--- config.mk ---
export PLATFORM = sky130hd
export DESIGN_NAME = i2c_switch_ctrl
export DESIGN_NICKNAME = d
export VERILOG_FILES = /design/src/rtl/i2c_sw_pkg.sv /design/src/rtl/i2c_line_sync.sv /design/src/rtl/i2c_wr_engine.sv /design/src/rtl/sw_reg_file.sv /design/src/rtl/sw_ctrl_decode.sv /design/src/rtl/i2c_switch_ctrl.sv
export SDC_FILE = /design/constraint.sdc
export NUM_CORES = 1
export LEC_CHECK = 0
export ABC_AREA = 1
export BUFFER_PORTS_ARGS = -buffer_cell sky130_fd_sc_hd__buf_2
export CAP_MARGIN = 20
export CELL_PAD_IN_SITES_DETAIL_PLACEMENT = 1
export CELL_PAD_IN_SITES_GLOBAL_PLACEMENT = 1
export CORE_MARGIN = 3
export CORE_UTILIZATION = 42
export DETAILED_ROUTE_END_ITERATION = 6
export PLACE_DENSITY = 0.87
export REMOVE_ABC_BUFFERS = 1
export SETUP_SLACK_MARGIN = 0.2
export SYNTH_ARGS = -nofsm -noshare
export SYNTH_HDL_FRONTEND = slang
export SYNTH_SLANG_ARGS = --single-unit
--- constraint.sdc ---
create_clock -name clk -period 1.65 [get_ports clk]
set_clock_uncertainty 0.05 [all_clocks]
set_input_delay 0.165 -clock clk [delete_from_list [all_inputs] [get_ports clk]]
set_output_delay 0.165 -clock clk [all_outputs]
set_load 0.05 [all_outputs]
--- src/rtl/i2c_sw_pkg.sv ---
package i2c_sw_pkg;

  localparam int BYTE_W = 8;
  localparam int BITCNT_W = $clog2(BYTE_W + 1);

  typedef enum logic [2:0] {
    ST_IDLE,
    ST_ADDR,
    ST_ADDR_ACK,
    ST_SUB,
    ST_SUB_ACK,
    ST_DATA,
    ST_DATA_ACK
  } slv_state_t;

endpackage

--- src/rtl/i2c_line_sync.sv ---
module i2c_line_sync #(
  parameter int STAGES = 2
) (
  input  logic clk,
  input  logic rst_n,
  input  logic line_i,
  output logic level_o,
  output logic rise_o,
  output logic fall_o
);

  logic [STAGES-1:0] chain_q;
  logic              prev_q;

  generate
    if (STAGES == 1) begin : g_single
      always_ff @(posedge clk or negedge rst_n) begin
        if (!rst_n) chain_q <= '1;
        else        chain_q <= line_i;
      end
    end else begin : g_multi
      always_ff @(posedge clk or negedge rst_n) begin
        if (!rst_n) chain_q <= '1;
        else        chain_q <= {chain_q[STAGES-2:0], line_i};
      end
    end
  endgenerate

  always_ff @(posedge clk or negedge rst_n) begin
    if (!rst_n) prev_q <= 1'b1;
    else        prev_q <= chain_q[STAGES-1];
  end

  assign level_o = chain_q[STAGES-1];
  assign rise_o  = level_o & ~prev_q;
  assign fall_o  = ~level_o & prev_q;

endmodule

--- src/rtl/i2c_wr_engine.sv ---
module i2c_wr_engine
  import i2c_sw_pkg::*;
#(
  parameter logic [6:0] DEV_ADDR = 7'h4A
) (
  input  logic              clk,
  input  logic              rst_n,
  input  logic              scl_lvl_i,
  input  logic              scl_rise_i,
  input  logic              scl_fall_i,
  input  logic              sda_lvl_i,
  input  logic              sda_rise_i,
  input  logic              sda_fall_i,
  output logic              start_o,
  output logic              stop_o,
  output logic              sda_pull_o,
  output logic              wr_en_o,
  output logic [BYTE_W-1:0] wr_addr_o,
  output logic [BYTE_W-1:0] wr_data_o
);

  localparam logic [BYTE_W-1:0] ADDR_WR = {DEV_ADDR, 1'b0};
  localparam logic [BITCNT_W-1:0] FULL  = BITCNT_W'(BYTE_W);

  slv_state_t          state_q;
  logic [BITCNT_W-1:0] bitcnt_q;
  logic [BYTE_W-1:0]   shreg_q;
  logic [BYTE_W-1:0]   ptr_q;
  logic                rx_state;
  logic                mid_byte;
  logic                byte_done;

  assign start_o   = scl_lvl_i & sda_fall_i;
  assign stop_o    = scl_lvl_i & sda_rise_i;
  assign rx_state  = (state_q == ST_ADDR) || (state_q == ST_SUB) ||
                     (state_q == ST_DATA);
  assign mid_byte  = rx_state && (bitcnt_q != '0);
  assign byte_done = (bitcnt_q == FULL);

  always_ff @(posedge clk or negedge rst_n) begin
    if (!rst_n) begin
      state_q    <= ST_IDLE;
      bitcnt_q   <= '0;
      shreg_q    <= '0;
      ptr_q      <= '0;
      sda_pull_o <= 1'b0;
      wr_en_o    <= 1'b0;
      wr_addr_o  <= '0;
      wr_data_o  <= '0;
    end else begin
      wr_en_o <= 1'b0;
      if (stop_o) begin
        state_q    <= ST_IDLE;
        bitcnt_q   <= '0;
        sda_pull_o <= 1'b0;
      end else if (start_o) begin
        bitcnt_q   <= '0;
        sda_pull_o <= 1'b0;
        state_q    <= mid_byte ? ST_IDLE : ST_ADDR;
      end else if (scl_rise_i) begin
        if (rx_state && !byte_done) begin
          shreg_q  <= {shreg_q[BYTE_W-2:0], sda_lvl_i};
          bitcnt_q <= bitcnt_q + 1'b1;
        end
      end else if (scl_fall_i) begin
        case (state_q)
          ST_ADDR: begin
            if (byte_done) begin
              if (shreg_q == ADDR_WR) begin
                state_q    <= ST_ADDR_ACK;
                sda_pull_o <= 1'b1;
              end else begin
                state_q  <= ST_IDLE;
                bitcnt_q <= '0;
              end
            end
          end
          ST_SUB: begin
            if (byte_done) begin
              ptr_q      <= shreg_q;
              state_q    <= ST_SUB_ACK;
              sda_pull_o <= 1'b1;
            end
          end
          ST_DATA: begin
            if (byte_done) begin
              wr_en_o    <= 1'b1;
              wr_addr_o  <= ptr_q;
              wr_data_o  <= shreg_q;
              ptr_q      <= ptr_q + 1'b1;
              state_q    <= ST_DATA_ACK;
              sda_pull_o <= 1'b1;
            end
          end
          ST_ADDR_ACK: begin
            sda_pull_o <= 1'b0;
            bitcnt_q   <= '0;
            state_q    <= ST_SUB;
          end
          ST_SUB_ACK, ST_DATA_ACK: begin
            sda_pull_o <= 1'b0;
            bitcnt_q   <= '0;
            state_q    <= ST_DATA;
          end
          default: begin
            state_q <= ST_IDLE;
          end
        endcase
      end
    end
  end

endmodule

--- src/rtl/sw_reg_file.sv ---
module sw_reg_file
  import i2c_sw_pkg::*;
#(
  parameter int NUM_REGS = 1
) (
  input  logic              clk,
  input  logic              rst_n,
  input  logic              wr_en_i,
  input  logic [BYTE_W-1:0] wr_addr_i,
  input  logic [BYTE_W-1:0] wr_data_i,
  output logic [BYTE_W-1:0] ctrl_word_o
);

  logic [BYTE_W-1:0] regs_q [NUM_REGS];

  generate
    for (genvar gi = 0; gi < NUM_REGS; gi++) begin : g_reg
      always_ff @(posedge clk or negedge rst_n) begin
        if (!rst_n)
          regs_q[gi] <= '0;
        else if (wr_en_i && (wr_addr_i == BYTE_W'(gi)))
          regs_q[gi] <= wr_data_i;
      end
    end
  endgenerate

  assign ctrl_word_o = regs_q[0];

endmodule

--- src/rtl/sw_ctrl_decode.sv ---
module sw_ctrl_decode #(
  parameter int SEL_W = 2
) (
  input  logic             std_bit_i,
  input  logic             buf_bit_i,
  input  logic [SEL_W-1:0] sel_bits_i,
  output logic [SEL_W-1:0] src_sel_o,
  output logic             chan_en_o,
  output logic             buf_en_o
);

  assign src_sel_o = sel_bits_i;
  assign chan_en_o = std_bit_i;
  assign buf_en_o  = std_bit_i & buf_bit_i;

endmodule

--- src/rtl/i2c_switch_ctrl.sv ---
module i2c_switch_ctrl
  import i2c_sw_pkg::*;
#(
  parameter logic [6:0] DEV_ADDR    = 7'h4A,
  parameter int         NUM_REGS    = 1,
  parameter int         SYNC_STAGES = 2
) (
  input  logic       clk,
  input  logic       rst_n,
  input  logic       scl_i,
  input  logic       sda_i,
  output logic       sda_pull_o,
  output logic [1:0] src_sel_o,
  output logic       chan_en_o,
  output logic       buf_en_o
);

  localparam int NLINES  = 2;
  localparam int SEL_W   = 2;
  localparam int STD_BIT = 7;
  localparam int BUF_BIT = 6;

  logic [NLINES-1:0] raw_lines;
  logic [NLINES-1:0] lvl;
  logic [NLINES-1:0] rise;
  logic [NLINES-1:0] fall;

  logic              scl_q;
  logic              start_q;
  logic              stop_q;
  logic              wr_en;
  logic [BYTE_W-1:0] wr_addr;
  logic [BYTE_W-1:0] wr_data;
  logic [BYTE_W-1:0] ctrl_word;
  logic              unused_fill_bits;

  assign raw_lines = {sda_i, scl_i};

  generate
    for (genvar gl = 0; gl < NLINES; gl++) begin : g_sync
      i2c_line_sync #(.STAGES(SYNC_STAGES)) u_sync (
        .clk     (clk),
        .rst_n   (rst_n),
        .line_i  (raw_lines[gl]),
        .level_o (lvl[gl]),
        .rise_o  (rise[gl]),
        .fall_o  (fall[gl])
      );
    end
  endgenerate

  assign scl_q = lvl[0];

  i2c_wr_engine #(.DEV_ADDR(DEV_ADDR)) u_engine (
    .clk        (clk),
    .rst_n      (rst_n),
    .scl_lvl_i  (lvl[0]),
    .scl_rise_i (rise[0]),
    .scl_fall_i (fall[0]),
    .sda_lvl_i  (lvl[1]),
    .sda_rise_i (rise[1]),
    .sda_fall_i (fall[1]),
    .start_o    (start_q),
    .stop_o     (stop_q),
    .sda_pull_o (sda_pull_o),
    .wr_en_o    (wr_en),
    .wr_addr_o  (wr_addr),
    .wr_data_o  (wr_data)
  );

  sw_reg_file #(.NUM_REGS(NUM_REGS)) u_regs (
    .clk         (clk),
    .rst_n       (rst_n),
    .wr_en_i     (wr_en),
    .wr_addr_i   (wr_addr),
    .wr_data_i   (wr_data),
    .ctrl_word_o (ctrl_word)
  );

  sw_ctrl_decode #(.SEL_W(SEL_W)) u_decode (
    .std_bit_i  (ctrl_word[STD_BIT]),
    .buf_bit_i  (ctrl_word[BUF_BIT]),
    .sel_bits_i (ctrl_word[SEL_W-1:0]),
    .src_sel_o  (src_sel_o),
    .chan_en_o  (chan_en_o),
    .buf_en_o   (buf_en_o)
  );

  assign unused_fill_bits = ^ctrl_word[BUF_BIT-1:SEL_W];

endmodule

# Yosys cells after proc, flatten, opt, wreduce, memory -nomap -nowiden
# Index checks and enable logic that the tools add are counted.
dict set report classes {
  addsub 2
  n_eq_ne 19
  mux 35
  n_bitwise 14
  reduce_logical 22
}
# cell count
set op_table {}
lappend op_table {{4-bit two-way mux} 7}
lappend op_table {{3-bit two-way mux} 7}
lappend op_table {{8-bit two-way mux} 2}
lappend op_table {{4-bit by 3-bit inequality test with 1-bit output, second input constant} 4}
lappend op_table {{8-bit one-hot mux with 2 select lines} 1}
lappend op_table {{3-bit one-hot mux with 5 select lines} 1}
lappend op_table {{1-bit two-way mux} 14}
lappend op_table {{6-bit AND reduction} 2}
lappend op_table {{5-bit AND reduction} 2}
lappend op_table {{5-bit nonzero test} 2}
lappend op_table {{3-bit equality test, second input constant} 3}
lappend op_table {{8-bit by 1-bit adder with 8-bit output, second input constant} 1}
lappend op_table {{8-bit equality test, second input constant} 1}
lappend op_table {{8-bit logical NOT} 1}
lappend op_table {{4-bit one-hot mux with 2 select lines} 1}
lappend op_table {{4-bit nonzero test} 2}
lappend op_table {{1-bit AND} 7}
lappend op_table {{1-bit inverter} 7}
lappend op_table {{7-bit AND reduction} 1}
lappend op_table {{3-bit by 2-bit equality test with 1-bit output, second input constant} 2}
lappend op_table {{5-bit by 4-bit inequality test with 1-bit output, second input constant} 1}
lappend op_table {{5-bit inequality test, second input constant} 1}
lappend op_table {{4-bit by 1-bit adder with 4-bit output, second input constant} 1}
lappend op_table {{4-bit equality test, second input constant} 1}
lappend op_table {{other kinds (15)} 20}
dict set report totals {
  ff_bits 55
  out_inout_bits 5
  word_cells 105
}

# Longest topological paths before layout
# Gate-level depths: netlist (run 1).
dict set report logic_depth {
  depth_word 8
  ltp_mapped 10
  depth_no_buf 10
}

# By module
# Synthesis (run 1) repeated with hierarchy kept, for this count alone.
dict set report hier_totals {
  cells_unflattened 341
  area_unflattened_um2 2851.5
}
# module n_inst cells_each area_each_um2
set modules_own_cells {}
lappend modules_own_cells {i2c_wr_engine 1 270 2190.9}
lappend modules_own_cells {sw_reg_file 1 52 442.9}
lappend modules_own_cells {i2c_line_sync 2 7 93.8}
lappend modules_own_cells {sw_ctrl_decode 1 5 30.0}

# Worst setup path before layout (run 1)
# No wires, ideal clock.
dict set report synth_timing {
  path_kind {register -> register}
  from {register g_sync[0].u_sync.chain_q[1]}
  to {register u_engine.shreg_q[6]}
  setup_ps 118
  arrival_ps 1477
  path_slack_ps 5
  stages_incl_launch_ff 8
  path_buffers 1
  period_less_slack_ps 1645
  cell_sequence {dfstp_2 ha_1 inv_1 nor2_2 nand3_2 buf_6 nand2_1 o21ai_2}
}
dict set report synth_via {
  elab_chain_cells 3
  word_cells_on_any_way 6
  cone_classes {5 x bitwise; 1 x reduce/logical}
}
# element line_no
set synth_lines {}
lappend synth_lines {{start: declaration} i2c_line_sync.sv:12} ;# logic [STAGES-1:0] chain_q;
lappend synth_lines {{start signal: assignment} i2c_line_sync.sv:24} ;# else chain_q <= {chain_q[STAGES-2:0], line_i};
lappend synth_lines {{1-bit AND, on equally long branches} {i2c_wr_engine.sv:34, i2c_wr_engine.sv:33}}
lappend synth_lines {{1-bit inverter (no source line)} --}
lappend synth_lines {{4-bit AND reduction (no source line) (*)} --}
lappend synth_lines {{end signal: assignment} i2c_wr_engine.sv:62} ;# shreg_q <= {shreg_q[BYTE_W-2:0], sda_lvl_i};
lappend synth_lines {{end: declaration} i2c_wr_engine.sv:27} ;# logic [BYTE_W-1:0] shreg_q;
# Mark *: on every way between the ends. The rest lies on a longest branch, timed or not.
# A chain may end at the register's enable or synchronous reset.

# Final worst setup path (run 1)
dict set report layout_timing {
  from {register g_sync[0].u_sync.prev_q}
  to {register u_engine.ptr_q[1]}
}
dict set report layout_via {
  elab_chain_cells 4
  word_cells_on_any_way 5
  cone_classes {4 x bitwise; 1 x reduce/logical}
}
# element line_no
set layout_lines {}
lappend layout_lines {{start: declaration} i2c_line_sync.sv:13} ;# logic prev_q;
lappend layout_lines {{start signal: assignment} i2c_line_sync.sv:31} ;# else prev_q <= chain_q[STAGES-1];
lappend layout_lines {{1-bit inverter} i2c_line_sync.sv:35} ;# assign rise_o = level_o & ~prev_q;
lappend layout_lines {{1-bit AND} i2c_line_sync.sv:35}
lappend layout_lines {{1-bit inverter (no source line)} --}
lappend layout_lines {{7-bit AND reduction (no source line) (*)} --}
lappend layout_lines {{end signal: assignment} i2c_wr_engine.sv:80} ;# ptr_q <= shreg_q;
lappend layout_lines {{end signal: assignment} i2c_wr_engine.sv:90} ;# ptr_q <= ptr_q + 1'b1;
lappend layout_lines {{end: declaration} i2c_wr_engine.sv:28} ;# logic [BYTE_W-1:0] ptr_q;
# Marks and branches as above.

==> summary.txt, run 1 <==
Drt
  – Drt first pass iters: 4
  – Final WL: 8660 um
  – DR WL/cell: 21.3 um
  – Remaining antenna violation count after routing: 0
  – Drt via density: ~5.5
  – DRC viols: 0
  – DRT iter0 DRCs: 138
  – Vias: 2,242

Finish
  – # diodes: 0
  – Final-stage net count: 342
  – Synth-to-layout area growth: 38.8%
  – Layout cells sized above 1: 0.467
  – Finished Cell Area: around 0.0034 sq mm

Placement
  – DP Worst Slack: -0.0647 ns
  – Final weighted congestion in routability-driven placement: 0.837
  – Port bufs: 8
  – Placed cell area: 0.00267 sq mm
  – HPWL after DPL: 4020 um

Floorplan
  – Total core area: approximately 0.0056 sq mm
  – Initial core utilization: 0.440
  – Ports: 9
  – Die Footprint: around 0.0068 sq mm
  – Die H: 82.4 um
  – Die extent in x: 82.4 um
  – Row Count: 27

Worst setup path
  – WP data required: 1.80 ns
  – CP Class: register to register
  – CP endpoint kind: register
  – Worst path max stage delay: 0.58 ns
  – Crit-path most repeated cell: nor2_4
  – CP Cell Sequence: inv_2 > ha_4 > nor2_4 > nand2_4 > buf_12 > nor2_4 > o21ai_1
  – CP max stage cell: dfstp_2
  – Critical Path Start Type: register
  – Critical path fanouts, max: 5
  – Worst path arrival time: 1.79 ns

Global route
  – Initial antenna violation count: 0
  – Via count of the first global-routing pass: 2,300
  – Congestion Overflow GR: 0
  – First-pass GRT wire length: 11,600 um
  – All-Layer GR Usage: 0.230
  – Largest net degree at the start of global routing: 48

Synthesis
  – Cell Area, Synth: roughly 0.0025 sq mm
  – Post-Synth Adder-Cell Area: 0.0255
  – Post-synthesis compound-gate area fraction: 0.125
  – Synth Area in XOR/XNOR: 0.0107
  – Synth async-reset ratio: 1.00
  – Ys Warns: 0
  – Synth cell count leaders: nand2_1, dfrtp_1, inv_1, nand3_1, o21ai_0
  – Synth cell types: 28
  – Ranking of synthesized cells by area: dfrtp_1, nand2_1, dfstp_2
  – Post-synth EDFFs: 0
  – Top-count cell post-synth: nand2_1
  – Synth Register Bits: 47
  – Simple-gate share of the synthesized area: 0.276
  – Post-synthesis sequential area ratio: 0.483
  – Ys flop type: dfrtp_1
  – Synth top area share: 0.418
  – Synthesized area per cell: between 8 and 9 sq um
  – Leading area contributor after synthesis: dfrtp_1
  – Largest family of logic cells by synthesized area: simple AND/OR/NAND/NOR gates
  – Mux cell area share after synthesis: 0
  – Cells after Synth: 290

Clocking
  – H-tree depth: 2
  – TritonCTS Sinks: 47
  – Clock-pin slew on the worst setup and hold paths: 0.10 ns
  – Skew-Pair Late Insertion Delay: 0.32 ns
  – CTS tree: built
  – Root Buffer: clkbuf_8
  – Clock buffer count from CTS: 5
  – Bufs on Longest Clock Path: 2

STA
  – Final worst slack: 0.00909 ns
  – Min Hold Slack: 0.311 ns
  – Pins Over Slew Limit: 0
  – Fmax: 609 MHz
  – Final setup viols: 0
  – Fin crit period: 1.64 ns
  – Max-slew headroom: 0.687
  – Final Cycle Share: 0.994
  – Hold Violations, Final: 0
  – Worst slew pin tran: ~0.46 ns
  – Setup TNS: 0 ns
  – RSZ-0062 raised after global routing: true

Power and ir drop
  – Seq pwr share: 0.466
  – Comb pwr share: 0.273
  – Switching part of the total: 0.364
  – Internal power: 1.89 mW
  – Psw: around 1.1 mW
  – Clock power share: 0.260
  – Worst vdd ir: between 0.0005 and 0.0006 V
  – LEAKAGE: 1.59 nW
  – Power density cells: 874 mW/mm^2
  – PnR Total Power: 2.97 mW

Hold path
  – Hold Crit Class: register to register

Outcome
  – Status: completed

Run
  – MaxCap Viol Count: 0
[worst max-delay path: cells and delay by family (launching register included)]
| family | cells | cell delay (ns) |
|---|---|---|
| flops | 1 | 0.58 |
| simple gates | 3 | 0.41 |
| buf+inv | 2 | 0.19 |
| fa+ha+maj | 1 | 0.19 |
| compound gates | 1 | 0.12 |
[final timing paths]
kind	start	to	slack, ns	depth (start not counted)
worst max-delay path	g_sync[0].u_sync.prev_q	u_engine.ptr_q[1]	0.009	7
worst min-delay path	g_sync[1].u_sync.chain_q[0]	g_sync[1].u_sync.chain_q[1]	0.31	0
worst max register to register	g_sync[0].u_sync.prev_q	u_engine.ptr_q[1]	0.009	7
worst min register to register	g_sync[1].u_sync.chain_q[0]	g_sync[1].u_sync.chain_q[1]	0.31	0
max in group asynchronous	rst_n	g_sync[1].u_sync.prev_q	0.92	3
min in group asynchronous	rst_n	u_engine.ptr_q[0]	0.33	3
[cell families (layout without fill, tap and decap cells)]
logic type	count (synthesis)	count (layout)
XOR/XNOR	3	3
AO/OA/AOI/OAI	48	48
buffers and inverters	49	92
AND/OR/NAND/NOR	138	139
flip-flops	47	47
adder cells (fa/ha/maj)	5	5
[stage by stage]
stage                      util  std cells
after floorplan               -        286
after global placement    0.478        376
after detailed placement  0.478        376
after CTS                 0.559        401
after global routing      0.611        406
final                     0.611        406
[layout by cell type, fill, tap and decap left out, types with 3 or more instances in the layout]
master | synthesis | layout
clkbuf_8 | 0 | 6
nand4_1 | 5 | 5
nand2_4 | 0 | 22
ha_4 | 0 | 3
buf_6 | 1 | 5
o21ai_2 | 11 | 17
nor2_4 | 2 | 7
inv_4 | 0 | 3
xor2_1 | 3 | 3
nand3_2 | 5 | 5
nand3_4 | 1 | 4
nand3_1 | 25 | 22
dfstp_2 | 6 | 6
dfrtp_1 | 41 | 37
nand2_1 | 71 | 40
dlygate4sd3_1 | 0 | 3
buf_4 | 1 | 15
nand2_2 | 9 | 18
inv_1 | 36 | 27
buf_2 | 2 | 8
o21ai_0 | 19 | 16
nor2_1 | 12 | 9
o21ai_1 | 13 | 9
inv_2 | 9 | 14
buf_12 | 0 | 4
dfrtp_2 | 0 | 4
[final cells by class]
class | count | area (sq um)
clock buffer | 6 | 82.6
tap | 72 | 90.1
multi-input combinational | 195 | 1420
clock inverter | 2 | 16.3
fill | 617 | 2170
inverter | 45 | 181
timing repair buffer | 39 | 424
sequential | 47 | 1190
[registers in the layout, summed over array words and instances (netlist names)]
signal and count:
u_engine.ptr_q 8, u_engine.shreg_q 8, u_engine.wr_addr_o 8, g_sync.u_sync.chain_q 4, u_engine.bitcnt_q 4, u_engine.wr_data_o 4
u_regs.ctrl_word_o 4, u_engine.state_q 3, g_sync.u_sync.prev_q 2, u_engine.sda_pull_o 1, u_engine.wr_en_o 1
[per-layer routing]
layer / share of wire / wire length [um] / global-route usage / vias up
li1: - / - / - / 1015
met3: 0.026 / 222 / 0.0401 / 29
met5: 0 / 0 / 0 / -
met2: 0.56 / 4870 / 0.426 / 54
met4: 0.038 / 325 / 0.121 / 0
met1: 0.37 / 3240 / 0.246 / 1144
[power groups by stage]
stage	Combinational [mW]	Clock, mW	Sequential, mW
floorplan	0.387	0	1.35
detailed placement	0.571	0	1.34
CTS	0.702	0.777	1.36
global placement	0.552	0	1.34
finish	0.813	0.775	1.39
global route	0.871	0.830	1.40
[timing repair]
| action | in CTS | in global routing |
|---|---|---|
| hold buffers | 3 | 0 |
| cloned | 3 | 2 |
| endpoints found under the hold margin | 43 | 0 |
| pin swaps | 16 | 11 |
| setup endpoints to repair | 40 | 41 |
| buffers inserted | 11 | 3 |
| resized for setup | 44 | 66 |
Note: power is estimated with default switching activity, not from simulation.
==> run 2: changes to the inputs <==
--- a/config.mk
+++ b/config.mk
@@ -11,9 +11,9 @@
 export CELL_PAD_IN_SITES_DETAIL_PLACEMENT = 1
 export CELL_PAD_IN_SITES_GLOBAL_PLACEMENT = 1
 export CORE_MARGIN = 3
-export CORE_UTILIZATION = 42
+export CORE_UTILIZATION = 35
 export DETAILED_ROUTE_END_ITERATION = 6
-export PLACE_DENSITY = 0.87
+export PLACE_DENSITY = 0.76
 export REMOVE_ABC_BUFFERS = 1
 export SETUP_SLACK_MARGIN = 0.2
 export SYNTH_ARGS = -nofsm -noshare
==> run 2 against run 1 <==
- register-to-register slack better by 0.05 ns
- clock power decreased by 9.5%
- final area fell by 6.3%
- power down 6.9%
- critical path type unchanged
- largest cell class unchanged
==> summary.txt, run 2 (synthesis gave the netlist of run 1 again) <==
Clocking
  – Root Buffer: clkbuf_8
  – Clock-pin slew on the worst setup and hold paths: 0.09 ns
  – TritonCTS Sinks: 47
  – H-tree depth: 2
  – CTS tree: built
  – Clock buffer count from CTS: 5
  – Bufs on Longest Clock Path: 2
  – Skew-Pair Late Insertion Delay: 0.30 ns

Finish
  – Largest regs: u_engine.ptr_q x8, u_engine.shreg_q x8, u_engine.wr_addr_o x8
  – Synth-to-layout area growth: 30.1%
  – Layout filler cell count: roughly 800
  – Layout cells sized above 1: 0.387
  – Most common cell after layout, fill and taps aside: nand2_1
  – Sequential cell area: around 0.0012 sq mm
  – Most frequent cells in the layout: nand2_1, dfrtp_1, inv_1
  – Finished Cell Area: ~0.0032 sq mm
  – Fin util: 0.486
  – Final-stage net count: 344
  – Final instance count without filler cells: 429
  – Multi-input gate area: around 0.0013 sq mm
  – # diodes: 0

Drt
  – Vias: 2,069
  – Final WL: 6310 um
  – DRT iter0 DRCs: 60
  – Drt via density: 4.82
  – Drt first pass iters: 4
  – DRC viols: 0
  – Remaining antenna violation count after routing: 0
  – DR WL/cell: 14.7 um

Placement
  – HPWL after DPL: slightly above 4000 um
  – DP Worst Slack: -0.0819 ns
  – Final weighted congestion in routability-driven placement: 0.832
  – Port bufs: 8
  – Placed Instances: 397
  – Placed cell area: 0.00268 sq mm

Hold path
  – Hold Crit Class: register to register

STA
  – Final Cycle Share: 0.965
  – Pins Over Slew Limit: 0
  – Setup TNS: 0 ns
  – RSZ-0062 raised after global routing: true
  – Hold Violations, Final: 0
  – Fin crit period: 1.59 ns
  – Worst slew pin tran: around 0.26 ns
  – Final worst slack: 0.0579 ns
  – Final setup viols: 0
  – Min Hold Slack: ~0.3 ns
  – Max-slew headroom: 0.827
  – Fmax: about 630 MHz

Worst setup path
  – Flop2flop setup slack: 0.06 ns
  – WP data required: 1.78 ns
  – Critical Path Start Type: register
  – CP endpoint kind: register
  – Critical path fanouts, max: 8
  – CP Class: register to register
  – Worst path arrival time: 1.73 ns

Floorplan
  – Initial core utilization: 0.373
  – Ports: 9
  – Row Count: 29
  – Die H: 89.7 um
  – Die extent in x: between 80 and 90 um
  – Die Footprint: between 0.008 and 0.009 sq mm
  – Total core area: 0.00657 sq mm

Global route
  – Largest net degree at the start of global routing: 48
  – All-Layer GR Usage: 0.164
  – First-pass GRT wire length: between 10,000 and 15,000 um
  – Initial antenna violation count: 0
  – Congestion Overflow GR: 0
  – Via count of the first global-routing pass: 2,219

Power and ir drop
  – PnR Total Power: 2.77 mW
  – Switching part of the total: 0.336
  – Worst vdd ir: 0.000458 V
  – Comb pwr share: 0.264
  – Psw: 0.930 mW
  – Power density cells: 869 mW/mm^2
  – Clock power share: 0.253
  – Seq pwr share: 0.483
  – LEAKAGE: 1.50 nW
  – Internal power: 1.84 mW

Outcome
  – Status: completed

Run
  – MaxCap Viol Count: 0
## run 2: layout make-up
cell class	instances	area share
multi-input combinational	195	0.394
sequential	47	0.372
timing repair buffer	41	0.113
inverter	45	0.0581
tap	93	0.0365
clock buffer	6	0.0228
clock inverter	2	0.00392
## run 2: final timing paths
check                                       startpoint                           to  depth (start not counted)
setup reg to reg           g_sync[1].u_sync.chain_q[1]          u_engine.shreg_q[7]                          9
max in group asynchronous                        rst_n  g_sync[1].u_sync.chain_q[1]                          3
hold / removal             g_sync[0].u_sync.chain_q[0]  g_sync[0].u_sync.chain_q[1]                          0
setup / recovery           g_sync[1].u_sync.chain_q[1]          u_engine.shreg_q[7]                          9
hold reg to reg            g_sync[0].u_sync.chain_q[0]  g_sync[0].u_sync.chain_q[1]                          0
min in group asynchronous                        rst_n            u_engine.ptr_q[5]                          3
## run 2: layer usage
| layer | track usage | routed length, um | vias to the layer above |
|---|---|---|---|
| met3 | 0.0292 | 100 | 8 |
| met2 | 0.289 | 3280 | 19 |
| li1 | - | - | 1015 |
| met4 | 0.0626 | 85 | 0 |
| met5 | 0 | 0 | - |
| met1 | 0.199 | 2840 | 1027 |
## run 2: repair_timing
action / in CTS / in global routing
pin swaps: 17 / 10
resized for setup: 40 / 24
hold buffers: 3 / 0
hold endpoints to repair: 43 / 0
buffers inserted: 12 / 7
endpoints found under the setup margin: 40 / 38
gates cloned: 2 / 0
## run 2: power groups by stage
stage / Combinational (mW) / Clock (mW) / Sequential [mW]
6_report: 0.731 / 0.701 / 1.34
5_1_grt: 0.807 / 0.771 / 1.35
4_1_cts: 0.683 / 0.726 / 1.33
3_5_place_dp: 0.593 / 0 / 1.34
3_3_place_gp: 0.574 / 0 / 1.34
2_1_floorplan: 0.387 / 0 / 1.35
## run 2: critical path, cell delays in order, from the launching register on
cell and delay (ns):
dfstp_2 0.55, inv_2 0.06, nand3_4 0.07, nand2_4 0.09, buf_4 0.15, nor2_4 0.11, nand3_4 0.12, buf_12 0.17
nand2_4 0.06, o21ai_2 0.05
==> run 3: changes to the inputs <==
--- a/config.mk
+++ b/config.mk
@@ -8,12 +8,10 @@
 export ABC_AREA = 1
 export BUFFER_PORTS_ARGS = -buffer_cell sky130_fd_sc_hd__buf_2
 export CAP_MARGIN = 20
-export CELL_PAD_IN_SITES_DETAIL_PLACEMENT = 1
-export CELL_PAD_IN_SITES_GLOBAL_PLACEMENT = 1
 export CORE_MARGIN = 3
 export CORE_UTILIZATION = 35
 export DETAILED_ROUTE_END_ITERATION = 6
-export PLACE_DENSITY = 0.76
+export PLACE_DENSITY = 0.64
 export REMOVE_ABC_BUFFERS = 1
 export SETUP_SLACK_MARGIN = 0.2
 export SYNTH_ARGS = -nofsm -noshare
==> run 3 against run 2 <==
- via count shrank 5.2%
- critical path depth shrank 1
- die area is the same
- sequential power is essentially flat
- register-to-register slack gained 0.02 ns
==> summary.txt, run 3 (synthesis gave the netlist of run 1 again) <==
Worst setup path
  – CP Class: register to register
  – Setup crit start: g_sync[0].u_sync.chain_q[1]
  – WP data required: roughly 1.8 ns
  – CP endpoint kind: register
  – Critical R2R Launch: g_sync[0].u_sync.chain_q[1]
  – Worst path arrival time: 1.71 ns
  – Critical path fanouts, max: 8
  – Critical Path Start Type: register

Drt
  – Final WL: 4990 um
  – Drt first pass iters: 4
  – DRT iter0 DRCs: between 100 and 150
  – Vias: 1,961
  – Remaining antenna violation count after routing: 0
  – DR WL/cell: between 10 and 15 um
  – DRC viols: 0
  – Drt via density: 4.60

STA
  – Final worst slack: 0.0794 ns
  – Min Hold Slack: 0.311 ns
  – Fin crit period: between 1.5 and 2 ns
  – Final setup viols: 0
  – RSZ-0062 raised after global routing: true
  – Hold Violations, Final: 0
  – Fmax: between 600 and 700 MHz
  – Worst slew pin tran: 0.325 ns
  – Pins Over Slew Limit: 0
  – Max-slew headroom: 0.781
  – Final Cycle Share: 0.952
  – Setup TNS: 0 ns

Power and ir drop
  – LEAKAGE: 1.50 nW
  – Worst vdd ir: 0.000416 V
  – Power density cells: 921 mW/mm^2
  – PnR Total Power: 2.96 mW

Floorplan
  – Ports: 9
  – Die extent in x: roughly 90 um
  – Die Footprint: 0.00805 sq mm
  – Total core area: between 0.006 and 0.007 sq mm
  – Row Count: 29
  – Initial core utilization: 0.373
  – Die H: between 80 and 90 um

Clocking
  – Clock-pin slew on the worst setup and hold paths: 0.09 ns
  – Root Buffer: clkbuf_8
  – Bufs on Longest Clock Path: 2
  – TritonCTS Sinks: 47
  – Skew-Pair Late Insertion Delay: 0.30 ns
  – Clock buffer count from CTS: 5
  – H-tree depth: 2
  – CTS tree: built

Finish
  – Most common cell after layout, fill and taps aside: nand2_1
  – Final instance count without filler cells: around 430
  – Finished Cell Area: between 0.003 and 0.004 sq mm
  – Synth-to-layout area growth: 31.1%
  – # diodes: 0
  – Fin util: 0.489
  – Final-stage net count: 341
  – Largest regs: u_engine.ptr_q x8, u_engine.shreg_q x8, u_engine.wr_addr_o x8
  – Layout cells sized above 1: 0.390
  – Most frequent cells in the layout: nand2_1, dfrtp_1, inv_1

Placement
  – Placed cell area: 0.00270 sq mm
  – DP Worst Slack: -0.0317 ns
  – HPWL after DPL: 3340 um
  – Final weighted congestion in routability-driven placement: between 0.9 and 1
  – Placed Instances: ~400
  – Port bufs: 8

Global route
  – Initial antenna violation count: 0
  – All-Layer GR Usage: 0.130
  – Largest net degree at the start of global routing: 48
  – Congestion Overflow GR: 0
  – Via count of the first global-routing pass: 1,928
  – First-pass GRT wire length: a little under 9000 um

Run
  – MaxCap Viol Count: 0

Outcome
  – Status: completed

Hold path
  – Hold Crit Class: input pin to asynchronous set/reset pin
-- run 3: cell count changes in the layout (fill, tap and decap cells not counted), sizes merged --
cell / change
clkinvlp: -1
inv: +1
bufinv: +1
nor2: +1
nand2: -1
clkinv: -1
buf: -3
-- run 3: layer usage --
| layer | track usage | up-vias | wire (um) |
|---|---|---|---|
| met5 | 0 | - | 0 |
| met2 | 0.221 | 34 | 2370 |
| li1 | - | 1018 | - |
| met4 | 0.0473 | 0 | 62 |
| met3 | 0.0284 | 8 | 179 |
| met1 | 0.162 | 901 | 2380 |
-- run 3: layout make-up --
cell class / instances / area, sq um
Inverter: 45 / 183
Timing Repair Buffer: 38 / 338
Clock buffer: 6 / 82.6
Sequential cell: 47 / 1180
Tap cell: 93 / 116
Fill cell: 614 / 3350
Multi-Input combinational cell: 195 / 1270
Clock inverter: 2 / 38.8
-- run 3: critical path, cell delays in order (launching register included) --
cell and delay (ns):
dfstp_2 0.55, buf_6 0.10, ha_4 0.18, inv_4 0.06, nor2_4 0.13, nand3_4 0.12, buf_12 0.17, nand2_1 0.07
o21ai_2 0.05
-- run 3: worst paths after layout --
check                                               to  slack [ns]  cells after the start
min reg2reg                g_sync[0].u_sync.chain_q[1]        0.31                      0
min                                  u_engine.ptr_q[6]        0.31                      3
max                                u_engine.shreg_q[2]        0.08                      8
max reg2reg                        u_engine.shreg_q[2]        0.08                      8
max in group asynchronous      g_sync[0].u_sync.prev_q        0.94                      3
min in group clk           g_sync[0].u_sync.chain_q[1]        0.31                      0
-- run 3: report_power, final --
| part | switching [mW] | internal [mW] | leakage (nW) |
|---|---|---|---|
| logic | 0.419 | 0.309 | 0.813 |
| clock network | 0.391 | 0.498 | 0.0618 |
| registers | 0.0877 | 1.25 | 0.627 |
-- run 3: repair_timing --
action                                 in CTS  in global routing
buffers inserted                           13                  2
gates resized for setup                    42                 21
setup endpoints to repair                  37                 36
hold buffers                                3                  0
endpoints found under the hold margin      43                  0
gates cloned                                2                  0
pin swaps                                  16                 11
